File: src/rtl/uart_txg_pkg.sv
// Package: shared constants for the gated serial transmitter.
// Assumes: a 2-bit register address and a fixed 10-bit character frame.
package uart_txg_pkg;
    localparam logic [1:0] ADDR_DATA   = 2'd0;
    localparam logic [1:0] ADDR_DIV_LO = 2'd1;
    localparam logic [1:0] ADDR_DIV_HI = 2'd2;
    localparam logic [1:0] ADDR_CTRL   = 2'd3;
    localparam int         EN_BIT      = 7;
    localparam int         FRAME_LEN   = 10;
    localparam int         OVERSAMPLE  = 16;
endpackage

File: src/rtl/uart_txg_baud.sv
// Baud tick generator: issues a one-clock tick every max(div,1) clocks.
// Assumes: div may change at any time; the counter wraps as soon as it
// reaches or passes the new terminal value.
module uart_txg_baud #(
    parameter int DIV_W = 16
) (
    input  logic             clk,
    input  logic             rst_n,
    input  logic [DIV_W-1:0] div,
    output logic             tick
);
    logic [DIV_W-1:0] cnt;
    logic [DIV_W-1:0] div_eff;

    // Treat a zero divisor as one so the tick never stops.
    always_comb div_eff = (div == '0) ? DIV_W'(1) : div;

    always_comb tick = (cnt >= div_eff - DIV_W'(1));

    // Count clocks between ticks.
    always_ff @(posedge clk) begin
        if (!rst_n)    cnt <= '0;
        else if (tick) cnt <= '0;
        else           cnt <= cnt + DIV_W'(1);
    end

    // with a divisor above one, ticks never fall on adjacent clocks.
    a_r3_tick_spacing: assert property (@(posedge clk) disable iff (!rst_n)
        (tick && div_eff > DIV_W'(1)) |=> (!tick || div_eff == DIV_W'(1)));
endmodule

File: src/rtl/uart_txg_fifo.sv
// Holding queue: a circular buffer with push and pop.
// Assumes: a push when full is dropped even if a pop occurs in the same
// cycle; a pop when empty is ignored.
module uart_txg_fifo #(
    parameter int W     = 8,
    parameter int DEPTH = 16
) (
    input  logic         clk,
    input  logic         rst_n,
    input  logic         push,
    input  logic [W-1:0] din,
    input  logic         pop,
    output logic [W-1:0] dout,
    output logic         empty,
    output logic         full
);
    localparam int AW = (DEPTH > 1) ? $clog2(DEPTH) : 1;
    localparam int CW = $clog2(DEPTH + 1);
    localparam logic [AW-1:0] LAST = AW'(DEPTH - 1);

    logic [W-1:0]  mem [DEPTH];
    logic [AW-1:0] wp, rp;
    logic [CW-1:0] count;
    logic          push_ok, pop_ok;

    always_comb begin
        empty   = (count == '0);
        full    = (count == CW'(DEPTH));
        push_ok = push && !full;
        pop_ok  = pop && !empty;
        dout    = mem[rp];
    end

    // Store accepted bytes.
    always_ff @(posedge clk) begin
        if (push_ok) mem[wp] <= din;
    end

    // Advance the pointers and track occupancy.
    always_ff @(posedge clk) begin
        if (!rst_n) begin
            wp    <= '0;
            rp    <= '0;
            count <= '0;
        end else begin
            if (push_ok) wp <= (wp == LAST) ? '0 : wp + AW'(1);
            if (pop_ok)  rp <= (rp == LAST) ? '0 : rp + AW'(1);
            count <= count + CW'(push_ok) - CW'(pop_ok);
        end
    end

    // occupancy never exceeds the depth.
    a_r8_count_bound: assert property (@(posedge clk) disable iff (!rst_n)
        count <= CW'(DEPTH));
    // the shifter never takes a byte from an empty queue.
    a_r4_pop_nonempty: assert property (@(posedge clk) disable iff (!rst_n)
        pop |-> !empty);
endmodule

File: src/rtl/uart_txg_shift.sv
// Character shifter: loads a byte on a baud tick when allowed, then sends
// the start bit, 8 data bits LSB first and the stop bit, each held for
// OVS ticks.
// Assumes: `enable` gates loading only; a frame in flight always completes.
module uart_txg_shift #(
    parameter int OVS = 16,
    parameter int NB  = 10
) (
    input  logic       clk,
    input  logic       rst_n,
    input  logic       tick,
    input  logic       enable,
    input  logic       avail,
    input  logic [7:0] data,
    output logic       pop,
    output logic       txd,
    output logic       busy
);
    localparam int SW = $clog2(OVS);
    localparam int BW = $clog2(NB);
    localparam logic [SW-1:0] SUB_LAST = SW'(OVS - 1);
    localparam logic [BW-1:0] BIT_LAST = BW'(NB - 1);

    logic [SW-1:0] sub;
    logic [BW-1:0] bitn;
    logic [NB-1:0] frame;
    logic          bit_end, load;

    always_comb begin
        bit_end = busy && tick && (sub == SUB_LAST);
        load    = tick && enable && avail &&
                  (!busy || (bit_end && bitn == BIT_LAST));
        pop     = load;
    end

    // Load a new frame, or step through the current one on baud ticks.
    always_ff @(posedge clk) begin
        if (!rst_n) begin
            busy  <= 1'b0;
            txd   <= 1'b1;
            sub   <= '0;
            bitn  <= '0;
            frame <= '1;
        end else if (load) begin
            frame <= {1'b1, data, 1'b0};
            txd   <= 1'b0;
            busy  <= 1'b1;
            sub   <= '0;
            bitn  <= '0;
        end else if (busy && tick) begin
            if (sub == SUB_LAST) begin
                sub <= '0;
                if (bitn == BIT_LAST) begin
                    busy <= 1'b0;
                end else begin
                    bitn <= bitn + BW'(1);
                    txd  <= frame[bitn + BW'(1)];
                end
            end else begin
                sub <= sub + SW'(1);
            end
        end
    end

    // the line is high whenever no frame is in flight.
    a_r3_idle_high: assert property (@(posedge clk) disable iff (!rst_n)
        !busy |-> txd);
    // inside a bit period the line does not move.
    a_r6_bit_stable: assert property (@(posedge clk) disable iff (!rst_n)
        (busy && !bit_end) |=> $stable(txd));
    // with the gate shut and nothing in flight, no start bit appears.
    a_r5_no_start_gated: assert property (@(posedge clk) disable iff (!rst_n)
        (!busy && !enable) |=> txd);
endmodule

File: src/rtl/uart_tx_gated.sv
// Top: register port, holding queue, baud generator and shifter.
// Assumes: writes take effect on the clock edge; reads are combinational.
module uart_tx_gated #(
    parameter int          DEPTH     = 16,
    parameter int          DIV_W     = 16,
    parameter logic [15:0] DIV_RESET = 16'd1
) (
    input  logic       clk,
    input  logic       rst_n,
    input  logic       wr_en,
    input  logic [1:0] wr_addr,
    input  logic [7:0] wr_data,
    input  logic [1:0] rd_addr,
    output logic [7:0] rd_data,
    output logic       txd,
    output logic       fifo_empty,
    output logic       tx_idle,
    output logic       overflow
);
    import uart_txg_pkg::*;

    logic [DIV_W-1:0] div_q;
    logic             en_q;
    logic             ovf_q;
    logic             push, full, pop, tick, busy;
    logic [7:0]       head;

    always_comb push = wr_en && (wr_addr == ADDR_DATA);

    // Hold the divisor, the enable flag and the sticky overflow flag.
    always_ff @(posedge clk) begin
        if (!rst_n) begin
            div_q <= DIV_W'(DIV_RESET);
            en_q  <= 1'b1;
            ovf_q <= 1'b0;
        end else begin
            if (wr_en && wr_addr == ADDR_DIV_LO) div_q[7:0]  <= wr_data;
            if (wr_en && wr_addr == ADDR_DIV_HI) div_q[15:8] <= wr_data;
            if (wr_en && wr_addr == ADDR_CTRL)   en_q <= wr_data[EN_BIT];
            if (push && full)                    ovf_q <= 1'b1;
        end
    end

    // Register read mux; reserved control bits read 0.
    always_comb begin
        unique case (rd_addr)
            ADDR_DIV_LO: rd_data = div_q[7:0];
            ADDR_DIV_HI: rd_data = div_q[15:8];
            ADDR_CTRL:   rd_data = {en_q, 7'd0};
            default:     rd_data = 8'd0;
        endcase
    end

    uart_txg_fifo #(.W(8), .DEPTH(DEPTH)) u_fifo (
        .clk(clk), .rst_n(rst_n), .push(push), .din(wr_data), .pop(pop),
        .dout(head), .empty(fifo_empty), .full(full)
    );

    uart_txg_baud #(.DIV_W(DIV_W)) u_baud (
        .clk(clk), .rst_n(rst_n), .div(div_q), .tick(tick)
    );

    uart_txg_shift #(.OVS(OVERSAMPLE), .NB(FRAME_LEN)) u_shift (
        .clk(clk), .rst_n(rst_n), .tick(tick), .enable(en_q),
        .avail(!fifo_empty), .data(head), .pop(pop), .txd(txd), .busy(busy)
    );

    always_comb begin
        tx_idle  = fifo_empty && !busy;
        overflow = ovf_q;
    end

    // once set, the overflow flag stays set until reset.
    a_r8_overflow_sticky: assert property (@(posedge clk) disable iff (!rst_n)
        overflow |=> overflow);
    // an idle transmitter holds the line high.
    a_r10_idle_line: assert property (@(posedge clk) disable iff (!rst_n)
        tx_idle |-> txd);
endmodule

File: config.mk
export PLATFORM = sky130hd
export DESIGN_NAME = uart_tx_gated
export DESIGN_NICKNAME = d
export VERILOG_FILES = /design/src/rtl/uart_txg_pkg.sv /design/src/rtl/uart_txg_baud.sv /design/src/rtl/uart_txg_fifo.sv /design/src/rtl/uart_txg_shift.sv /design/src/rtl/uart_tx_gated.sv
export SDC_FILE = /design/constraint.sdc
export NUM_CORES = 1
export LEC_CHECK = 0
export ABC_AREA = 1
export BUFFER_PORTS_ARGS = -buffer_cell sky130_fd_sc_hd__buf_4
export CAP_MARGIN = 20
export CORE_ASPECT_RATIO = 0.6
export CORE_MARGIN = 2
export CORE_UTILIZATION = 25
export DETAILED_ROUTE_END_ITERATION = 6
export PLACE_DENSITY = 0.37
export RECOVER_POWER = 50
export SYNTH_ARGS = -nofsm -noshare
export SYNTH_HDL_FRONTEND = slang
export SYNTH_SLANG_ARGS = --single-unit
File: constraint.sdc
create_clock -name clk -period 6.21 [get_ports clk]
set_input_delay 0.3105 -clock clk [delete_from_list [all_inputs] [get_ports clk]]
set_output_delay 0.3105 -clock clk [all_outputs]
set_load 0.05 [all_outputs]
### After elaboration in Yosys (flattened, before gate mapping)

Memories as Yosys holds them, arrays and structs flattened. A register that Yosys moved wholly into a read port is not among the register bits.
Index checks and enable logic that the tools add are counted.

* add/subtract/negate cells: 8
* multiply operators: 0
* divide/modulo/power cells: 0
* $lt $le $gt $ge: 2
* eq/ne operators: 12
* shift operators: 0
* mux-type cells: 17
* bitwise operators: 2
* reduce and logical (&&, ||, !) cells: 30

Operator list (number)
* 8-bit one-hot mux with 3 select lines: 1
* 16-bit by 1-bit adder with 16-bit output, second input constant: 1
* 4-bit by 1-bit adder with 4-bit output, second input constant: 4
* 4-bit equality test, second input constant: 4
* 16-bit >= comparator: 1
* 16-bit zero test: 1
* 16-bit two-way mux: 1
* 16-bit by 1-bit subtractor with 16-bit output, second input constant: 1
* 1-bit logical AND: 14
* 4-bit two-way mux: 3
* 1-bit two-way mux: 11
* 3-bit AND reduction: 3
* 2-bit equality test, second input constant: 4
* 2-bit nonzero test: 3
* 5-bit by 1-bit adder with 5-bit output: 1
* 5-bit equality test, second input constant: 1
* 5-bit zero test: 1
* 4-bit by 5-bit less-than comparator with 1-bit output, second input constant: 1
* 5-bit by 1-bit subtractor with 5-bit output: 1
* 1-bit binary-select mux with 4-bit select: 1
* 2-bit by 1-bit equality test with 1-bit output, second input constant: 2
* 1-bit zero test: 4
* 2-bit OR reduction: 2
* 2-bit zero test: 1
* other kinds (3): 4

* register bits: 66
* latch bits: 0
* RAM bits: 128
* bits in read-only memories: 0
* logic and storage cells: 85
* memories: 1

Memories
* u_fifo.mem: words 16, bits a word 8, read ports 1, clocked after memory_dff 1, wr ports 1, RTL line uart_txg_fifo.sv:21 `logic [W-1:0] mem [DEPTH];`

### Longest topological paths before layout

Gate-level depths: netlist of run 1.

* depth after elaboration: 11
* depth in mapped cells: 32

### Modules after synthesis

Synthesis of run 1 repeated with hierarchy kept, for this count alone.

* cell total of the unflattened synthesis: 1090
* area total of the unflattened synthesis: 9699.3 sq um

Modules (own cells, without submodules)
* uart_txg_fifo: instances 1, cells each 609, area each 6289.8 sq um, seq. area each 4184.0 sq um
* uart_txg_baud: instances 1, cells each 215, area each 1519.0 sq um, seq. area each 320.3 sq um
* uart_txg_shift: instances 1, cells each 132, area each 1008.5 sq um, seq. area each 380.4 sq um
* uart_tx_gated: instances 1, cells each 134, area each 882.1 sq um, seq. area each 360.3 sq um

### Worst setup path before layout of run 1

OpenSTA, ideal clock, no wires.

* path type: reg-to-reg
* from: register div_q[4]
* to: register u_fifo.count[4]
* setup time: 0.128 ns
* arrival time: 4.211 ns
* required time: 6.082 ns
* path slack: 1.871 ns
* cell stages (with the launch flop): 33
* buffers on the path: 1
* clock period less this slack: 4.339 ns
* cells stage by stage: dfxtp_1 -> nor2_1 -> nand2_1 -> nor2_1 -> nand3_1 -> nand2_1 -> inv_1 -> ha_1 -> nand3_1 -> inv_1 -> nand3_1 -> nor2_1 -> xor2_1 -> inv_1 -> ha_1 -> nand2_1 -> o21ai_0 -> a21oi_1 -> nand2_2 -> nand2_1 -> nor2_4 -> nand2_4 -> inv_4 -> buf_8 -> ha_1 -> inv_1 -> ha_1 -> inv_1 -> fa_1 -> nor3_1 -> a211oi_1 -> o21ai_0 -> a21oi_1

* word-level cells in the longest chain between the ends: 11
* elaborated cells on any way between the ends: 13
* classes of those cells: add/sub: 2; order compare: 1; mux: 1; reduce/logical: 9

RTL lines
* start, declared: RTL line uart_tx_gated.sv:22 `logic [DIV_W-1:0] div_q;`
* start signal, assigned: RTL line uart_tx_gated.sv:33 `div_q <= DIV_W'(DIV_RESET);`
* start signal, assigned: RTL line uart_tx_gated.sv:37 `if (wr_en && wr_addr == ADDR_DIV_LO) div_q[7:0] <= wr_data;`
* 16-bit zero test: RTL line uart_txg_baud.sv:16 `always_comb div_eff = (div == '0) ? DIV_W'(1) : div;`
* 16-bit two-way mux (*): RTL line uart_txg_baud.sv:16
* 16-bit by 1-bit subtractor with 16-bit output (*): RTL line uart_txg_baud.sv:18 `always_comb tick = (cnt >= div_eff - DIV_W'(1));`
* 16-bit >= comparator (*): RTL line uart_txg_baud.sv:18
* 1-bit logical AND (2 in a row): RTL line uart_txg_shift.sv:30 `bit_end = busy && tick && (sub == SUB_LAST);`
* 1-bit logical AND: RTL line uart_txg_shift.sv:32 `(!busy || (bit_end && bitn == BIT_LAST));`
* 1-bit logical OR: RTL line uart_txg_shift.sv:32
* 1-bit logical AND (*): RTL line uart_txg_shift.sv:31 `load = tick && enable && avail &&`
* 1-bit logical AND (*): RTL line uart_txg_fifo.sv:30 `pop_ok = pop && !empty;`
* net u_fifo.pop_ok: RTL line uart_txg_fifo.sv:24 `logic push_ok, pop_ok;`
* 5-bit by 1-bit subtractor with 5-bit output (*): RTL line uart_txg_fifo.sv:48 `count <= count + CW'(push_ok) - CW'(pop_ok);`
* end signal, assigned: RTL line uart_txg_fifo.sv:48
* end, declared: RTL line uart_txg_fifo.sv:23 `logic [CW-1:0] count;`

The timed path passes the listed nets; every way through them passes the cells marked *.
A chain may end at the register's enable or synchronous reset.

### Worst setup path after layout of run 1

* from: register div_q[4]
* to: register u_fifo.count[4]

* word-level cells in the longest chain between the ends: 11
* elaborated cells on any way between the ends: 13
* classes of those cells: add/sub: 2; order compare: 1; mux: 1; reduce/logical: 9

RTL lines (RTL line)
* 16-bit zero test: uart_txg_baud.sv:16
* 16-bit two-way mux (*): uart_txg_baud.sv:16
* 16-bit by 1-bit subtractor with 16-bit output (*): uart_txg_baud.sv:18
* 16-bit >= comparator (*): uart_txg_baud.sv:18
* 1-bit logical AND (2 in a row): uart_txg_shift.sv:30
* 1-bit logical AND: uart_txg_shift.sv:32
* 1-bit logical OR: uart_txg_shift.sv:32
* 1-bit logical AND (*): uart_txg_shift.sv:31
* 1-bit logical AND (*): uart_txg_fifo.sv:30
* 5-bit by 1-bit subtractor with 5-bit output (*): uart_txg_fifo.sv:48

Mark *: on every way between the ends. The rest lies on a longest branch, timed or not.

==> results of run 1 <==
==> flip-flops by register name, summed over array words and instances (netlist names), 4 cells and up <==
name / count
u_fifo.count: 5
u_shift.bitn: 4
div_q: 16
u_baud.cnt: 16
u_fifo.wp: 4
u_fifo.mem: 128
u_fifo.rp: 4
u_shift.frame: 9
u_shift.sub: 4
==> cells by family after synthesis <==
kind of cell / Yosys count / share of synthesized area
AOI/OAI and AO/OA: 150 / 0.102
xor gates and xnor gates: 24 / 0.0239
adders and majority gates: 33 / 0.0478
buffers and inverters: 104 / 0.0492
DFF: 194 / 0.587
muxes: 16 / 0.0182
and+or+nand+nor: 338 / 0.173
==> how the worst min path moves through the flow <==
stage / slack [ns] / endpoint / depth (start not counted) / start
6_report: 0.21 / en_q / 3 / wr_addr[0]
3_3_place_gp: 0.46 / u_baud.cnt[0] / 1 / u_baud.cnt[0]
5_1_grt: 0.23 / en_q / 3 / wr_addr[1]
4_1_cts: 0.17 / en_q / 3 / wr_addr[1]
2_1_floorplan: 0.41 / u_fifo.mem[0][0] / 0 / wr_data[0]
3_5_place_dp: 0.47 / u_shift.frame[5] / 2 / u_shift.frame[5]
==> metrics by stage <==
step | power [mW] | hold WS [ns]
2_1_floorplan | 1.91 | 0.409
3_3_place_gp | 2.11 | 0.456
3_5_place_dp | 2.10 | 0.465
4_1_cts | 3.16 | 0.172
5_1_grt | 3.27 | 0.228
6_report | 3.10 | 0.211
==> metal layers <==
metal | GRT usage | vias to the layer above | wire length, um
met5 | 0 | - | 0
met1 | 0.227 | 2951 | 13900
li1 | - | 3052 | -
met3 | 0.0309 | 14 | 1080
met4 | 0.0334 | 0 | 205
met2 | 0.167 | 94 | 8700
==> synthesized netlist by cell type (all sizes together), types with 7 or more instances <==
cell type	n
xor2	20
o21ai	62
dfxtp	66
nor2	129
o22ai	7
buf	12
nand3	58
mux2i	16
edfxtp	128
nor4	7
inv	71
clkbuf	19
o221ai	17
nand2	119
o32ai	16
a21oi	43
nand4	8
ha	32
==> power by group through the flow <==
stage | Combinational (mW) | Clock (mW) | Sequential (mW)
finish | 0.584 | 1.05 | 1.47
global route | 0.660 | 1.14 | 1.47
CTS | 0.607 | 1.09 | 1.47
detailed placement | 0.604 | 0 | 1.50
global placement | 0.612 | 0 | 1.50
floorplan | 0.426 | 0 | 1.48
==> cell type report <==
cell class,count,area (um2),share of cell area
clock buffers,18,429,0.0432
clock inverters,14,113,0.0113
flip-flops and latches,194,5170,0.521
well taps,467,584,0.0589
multi-input cells,561,3200,0.322
inverters,73,277,0.0279
repair buffers,31,154,0.0155
==> worst reg2reg max path: cells and delay by family, from the launching register on <==
family / cells / cell delay (ns)
buffers and inverters: 6 / 0.47
XOR/XNOR: 1 / 0.13
adder cells (fa/ha/maj): 5 / 1.32
flip-flops: 1 / 0.35
AND/OR/NAND/NOR: 14 / 1.98
AO/OA/AOI/OAI: 5 / 0.56
==> impl_metrics.csv, run 1 <==
group,metric,value,unit
global_routing,track_usage,0.136,
sta,rsz0062_at_grt,"no",
place,place_inst,1325,
cts,cts_tree,"built",
power,switching_share,0.309,
yosys,synth_area,0.00880,mm2
worst_setup_path,r2r_end,"u_fifo.count[4]",
layout,mostFrequentLayoutCell,"edfxtp_1",
worst_setup_path,worstReg2RegStart,"div_q[4]",
worst_setup_path,cp.required,6.53,ns
sta,setup_slack,1.29,ns
layout,final_core_util,0.284,
yosys,synth-main-ff-cell,"edfxtp_1",
run,maxCapViolCount,0,
worst_setup_path,crit_type,"reg -> reg",
yosys,synth_top_area_frac,0.437,
routing,first_pass_iters,5,
cts,cts_resized,0,
worst_setup_path,r2r_slack,1.29,ns
sta,fin_skew,0.0111,ns
global_routing,grt_pass1_wl,36300,um
sta,finalHoldViolCount,0,
layout,layout.cells.non_filler,1358,
floorplanning,die-area,0.0368,mm2
cts,cts_setup_buffers,0,
power,power_density,313,mW/mm2
sta,fin_crit_sh,0.792,
worst_setup_path,cpMaxStageDelayCell,"fa_1",
yosys,ys_types,44,
worst_setup_path,crit_start,"div_q[4]",
global_routing,grt_pass1_vias,5625,
place,dp_slack,1.35,ns
floorplanning,initial_utilization,0.252,
sta,finalSetupTns,0,ns
worst_setup_path,crit_fanout,15,
power,p_sw,960,uW
yosys,synth_seq_area_share,0.587,
layout,final_cell_mix,"128 x edfxtp_1, 119 x nor2_1, 114 x nand2_1, 70 x inv_1, 64 x dfxtp_1",
yosys,synthCells,859,
sta,min_period,4.92,ns
worst_setup_path,worst-r2r-cell-count,31,
sta,slew_viol_final,0,
cts,path_clk_slew,0.07,ns
place,post_dp_cell_area,0.00946,mm2
worst_setup_path,crit_top_cell,"inv_1",
layout,nets,926,
worst_setup_path,cp-endpoint,"u_fifo.count[4]",
place,dp_hpwl,16600,um
yosys,async_flop_share,0,
cts,htree_levels,4,
place,port_buffers,26,
routing,drcViolationCount,0,
sta,slew_headroom,0.227,
cts,hold_buffers,0,
power,combPwrFrac,0.188,
worst_setup_path,worstPathArrival,5.24,ns
global_routing,grt_max_degree,37,
routing,vias_per_cell,4.50,
floorplanning,pin_count,27,
worst_setup_path,cpLargestDelayFamily,"simple AND/OR/NAND/NOR gates",
worst_setup_path,cp.depth,31,
yosys,synth_area_leaders,"edfxtp_1 44%, dfxtp_1 15%, nor2_1 5.1%",
global_routing,antenna_found_initial,1,
layout,finalInstanceArea,0.00992,mm2
layout,n_antenna_cell,0,
cts,cts.path.max_buffers,2,
cts,clock_latency,0.44,ns
power,clockPowerShare,0.339,
floorplanning,core,0.0349,mm2
sta,fmax,203,MHz
routing,ant_nets,0,
floorplanning,row_count,53,
worst_setup_path,startpoint_type,"flop",
floorplanning,die_y,149,um
worst_setup_path,crit_path_end_kind,"flop",
sta,finalSetupViolations,0,
sta,tightest_slew,1.16,ns
run_status,status,"complete, no violations",
cts,cts_sinks,194,
yosys,synth_seq_cells,194,
hold_path,worstHoldPathType,"in -> reg",
power,intPower,2.14,mW
cts,cts_made_buffers,17,
yosys,syn-num-nets,907,
cts,root_buffer,"clkbuf_16",
power,seq_power_share,0.473,
layout,areaGrowthSynthToFinish,12.7,%
routing,wl_per_cell,17.6,um
floorplanning,die_width,246,um
power,power.leakage,3.49,nW
routing,wl,23900,um
yosys,synth_edf_count,128,
power,vdd_drop_max,271,uV
worst_setup_path,path_buf_inv,6,
routing,num_vias,6111,
yosys,ys_warn_count,0,
layout,drive_gt1_frac,0.0718,
global_routing,overflow,0,
layout,nFillCells,3711,
yosys,synth.largest_area_cell,"edfxtp_1",
worst_setup_path,cpPeakStageDelay,0.39,ns
place,gp_congestion,0.791,
yosys,syn_avg_cell_area,10.2,um2
routing,drtIter0Drc,485,
Note: power is estimated with default switching activity, not from simulation.
==> run 2: changes to the inputs <==
--- a/config.mk
+++ b/config.mk
@@ -5,7 +5,7 @@
 export SDC_FILE = /design/constraint.sdc
 export NUM_CORES = 1
 export LEC_CHECK = 0
-export ABC_AREA = 1
+export ABC_AREA = 0
 export BUFFER_PORTS_ARGS = -buffer_cell sky130_fd_sc_hd__buf_4
 export CAP_MARGIN = 20
 export CORE_ASPECT_RATIO = 0.6
==> constraint.sdc (replaced) <==
create_clock -name clk -period 4.62 [get_ports clk]
set_input_delay 0.231 -clock clk [delete_from_list [all_inputs] [get_ports clk]]
set_output_delay 0.231 -clock clk [all_outputs]
set_load 0.05 [all_outputs]
==> impl_metrics.csv, run 2 <==
group,metric,value,unit
worst_setup_path,startpoint_type,"flop",
routing,num_vias,5221,
sta,slew_viol_final,0,
routing,drt-met1-wl,13300,um
sta,finalSetupTns,0,ns
hold_path,worstHoldPathType,"in -> reg",
cts,cts.path.max_buffers,2,
worst_setup_path,crit_type,"reg -> reg",
worst_setup_path,cpPeakStageDelay,0.56,ns
layout,layout.cells.non_filler,1148,
routing,drtIter0Drc,357,
global_routing,overflow,0,
global_routing,grt_pass1_vias,5205,
routing,met3_wirelength,716,um
worst_setup_path,cpMaxStageDelayCell,"or4_4",
place,dp_slack,-0.101,ns
yosys,synth_area,0.00859,mm2
yosys,synth_top_cells_by_count,"128 x edfxtp_1, 66 x dfxtp_1, 60 x nor2_1, 47 x nand2_1, 42 x mux4_2",
routing,vias_per_cell,4.55,
yosys,async_flop_share,0,
cts,root_buffer,"clkbuf_16",
layout,areaGrowthSynthToFinish,17.9,%
floorplanning,pin_count,27,
global_routing,track_usage,0.137,
routing,ant_nets,0,
global_routing,antenna_found_initial,2,
power,seq_power_share,0.442,
sta,whs,0.0834,ns
layout,nets,724,
cts,cts_tree,"built",
power,power.leakage,3.40,nW
floorplanning,die-area,0.0359,mm2
yosys,synth_most_common_cell,"edfxtp_1",
floorplanning,die_y,148,um
layout,mostFrequentLayoutCell,"edfxtp_1",
floorplanning,initial_utilization,0.254,
layout,largest-register,"u_fifo.mem",
floorplanning,row_count,52,
routing,wl,23700,um
routing,top_layer_used,"met4",
yosys,synth-main-ff-cell,"edfxtp_1",
sta,fmax,218,MHz
power,clockPowerShare,0.329,
worst_setup_path,worstPathArrival,4.96,ns
yosys,ys_warn_count,0,
sta,finalSetupViolations,0,
global_routing,grt_pass1_wl,35300,um
yosys,synth_area_leaders,"edfxtp_1 45%, dfxtp_1 15%, mux4_2 11%",
sta,fin_skew,0.0131,ns
layout,n_antenna_cell,0,
cts,cts_made_buffers,17,
power,vdd_drop_max,246,uV
layout,largest_reg_flops,128,
place,port_buffers,26,
yosys,synth_seq_cells,194,
sta,fin_crit_sh,0.992,
floorplanning,die_width,243,um
worst_setup_path,path_buf_inv,4,
worst_setup_path,crit_fanout,2,
yosys,syn-num-nets,675,
power,power_density,447,mW/mm2
run_status,status,"complete, no violations",
place,dp_hpwl,16600,um
routing,drcViolationCount,0,
place,place_inst,1111,
yosys,synthCells,627,
worst_setup_path,crit_chain,"or4_4, nor4_4, buf_4, nand2b_1, o211ai_2, nor4_1, xnor2_1, ha_1, a21o_1, a21o_1, a22oi_2, a31oi_4, ha_1, inv_1, ha_2, inv_2, fa_2, inv_1, a21oi_1, nor2_1, or3_1, a21oi_1",
sta,slew_headroom,0.244,
layout,reg.largest.list,"u_fifo.mem (128), div_q (16), u_baud.cnt (16)",
place,gp_congestion,0.784,
yosys,synth_edf_count,128,
yosys,synth.largest_area_cell,"edfxtp_1",
routing,wl_per_cell,20.7,um
power,switching_share,0.306,
cts,hold_buffers,0,
worst_setup_path,cp.required,5.00,ns
cts,path_clk_slew,0.08,ns
cts,clock_latency,0.45,ns
power,combPwrFrac,0.229,
worst_setup_path,crit_path_end_kind,"flop",
yosys,synth_seq_area_share,0.601,
cts,cts_sinks,194,
floorplanning,core,0.0338,mm2
power,p_sw,1.39,mW
layout,drive_gt1_frac,0.209,
run,maxCapViolCount,0,
layout,final_cell_mix,"128 x edfxtp_1, 64 x dfxtp_1, 60 x nor2_1, 47 x nand2_1, 42 x mux4_2",
cts,htree_levels,4,
yosys,syn_avg_cell_area,13.7,um2
yosys,synth_top_area_frac,0.447,
power,totalPowerFinal,4.53,mW
sta,setup_slack,0.0365,ns
routing,route.met2.wl,9550,um
sta,finalHoldViolCount,0,
worst_setup_path,cpLargestDelayFamily,"simple AND/OR/NAND/NOR gates",
global_routing,grt_max_degree,37,
power,intPower,3.14,mW
yosys,ys_types,54,
sta,min_period,4.58,ns
sta,rsz0062_at_grt,"yes",
routing,first_pass_iters,5,
sta,tightest_slew,1.13,ns
run 2: layout make-up:
| type | count | area (um2) |
|---|---|---|
| inverters | 20 | 75.1 |
| well taps | 459 | 574 |
| clock inverters | 13 | 141 |
| clock buffers | 19 | 433 |
| repair buffers | 59 | 368 |
| flip-flops and latches | 194 | 5170 |
| fillers | 3371 | 23600 |
| multi-input cells | 384 | 3370 |
run 2: metal layers:
metal,track usage,up-vias
met5,0,-
met2,0.182,70
met4,0.0282,0
li1,-,2447
met3,0.0374,10
met1,0.218,2694
run 2: metrics by stage:
step | util | area, um2
floorplan | - | 8640
global placement | 0.282 | 9510
detailed placement | 0.282 | 9510
CTS | 0.299 | 10100
global route | 0.300 | 10100
finish | 0.300 | 10100
run 2: what timing repair did:
action,in CTS,in global routing
endpoints found under the setup margin,2,9
cloned,0,0
gates resized for setup,2,15
buffers inserted,1,4
pin swaps,3,6
run 2: power groups by stage:
stage	sequential, mW	combinational [mW]	clock (mW)
6_report	2.00	1.04	1.49
5_1_grt	2.02	1.14	1.61
4_1_cts	2.00	1.04	1.53
3_5_place_dp	2.04	1.03	0
3_3_place_gp	2.04	1.02	0
2_1_floorplan	2.00	0.724	0
run 2: worst paths after layout:
kind | from | endpoint | slack, ns | depth (start not counted)
max reg2reg | div_q[10] | u_fifo.count[4] | 0.04 | 22
max | div_q[10] | u_fifo.count[4] | 0.04 | 22
min reg2reg | u_shift.frame[0] | u_shift.frame[0] | 0.47 | 2
min | rst_n | u_shift.frame[4] | 0.08 | 2
run 2: logic make-up after synthesis:
logic type	Yosys count	synth area share
AND/OR/NAND/NOR	181	0.101
multiplexers	64	0.136
adder cells (fa/ha/maj)	33	0.0489
buffers and inverters	49	0.0232
flip-flops	194	0.601
AO/OA/AOI/OAI	74	0.0574
XOR/XNOR	32	0.0326
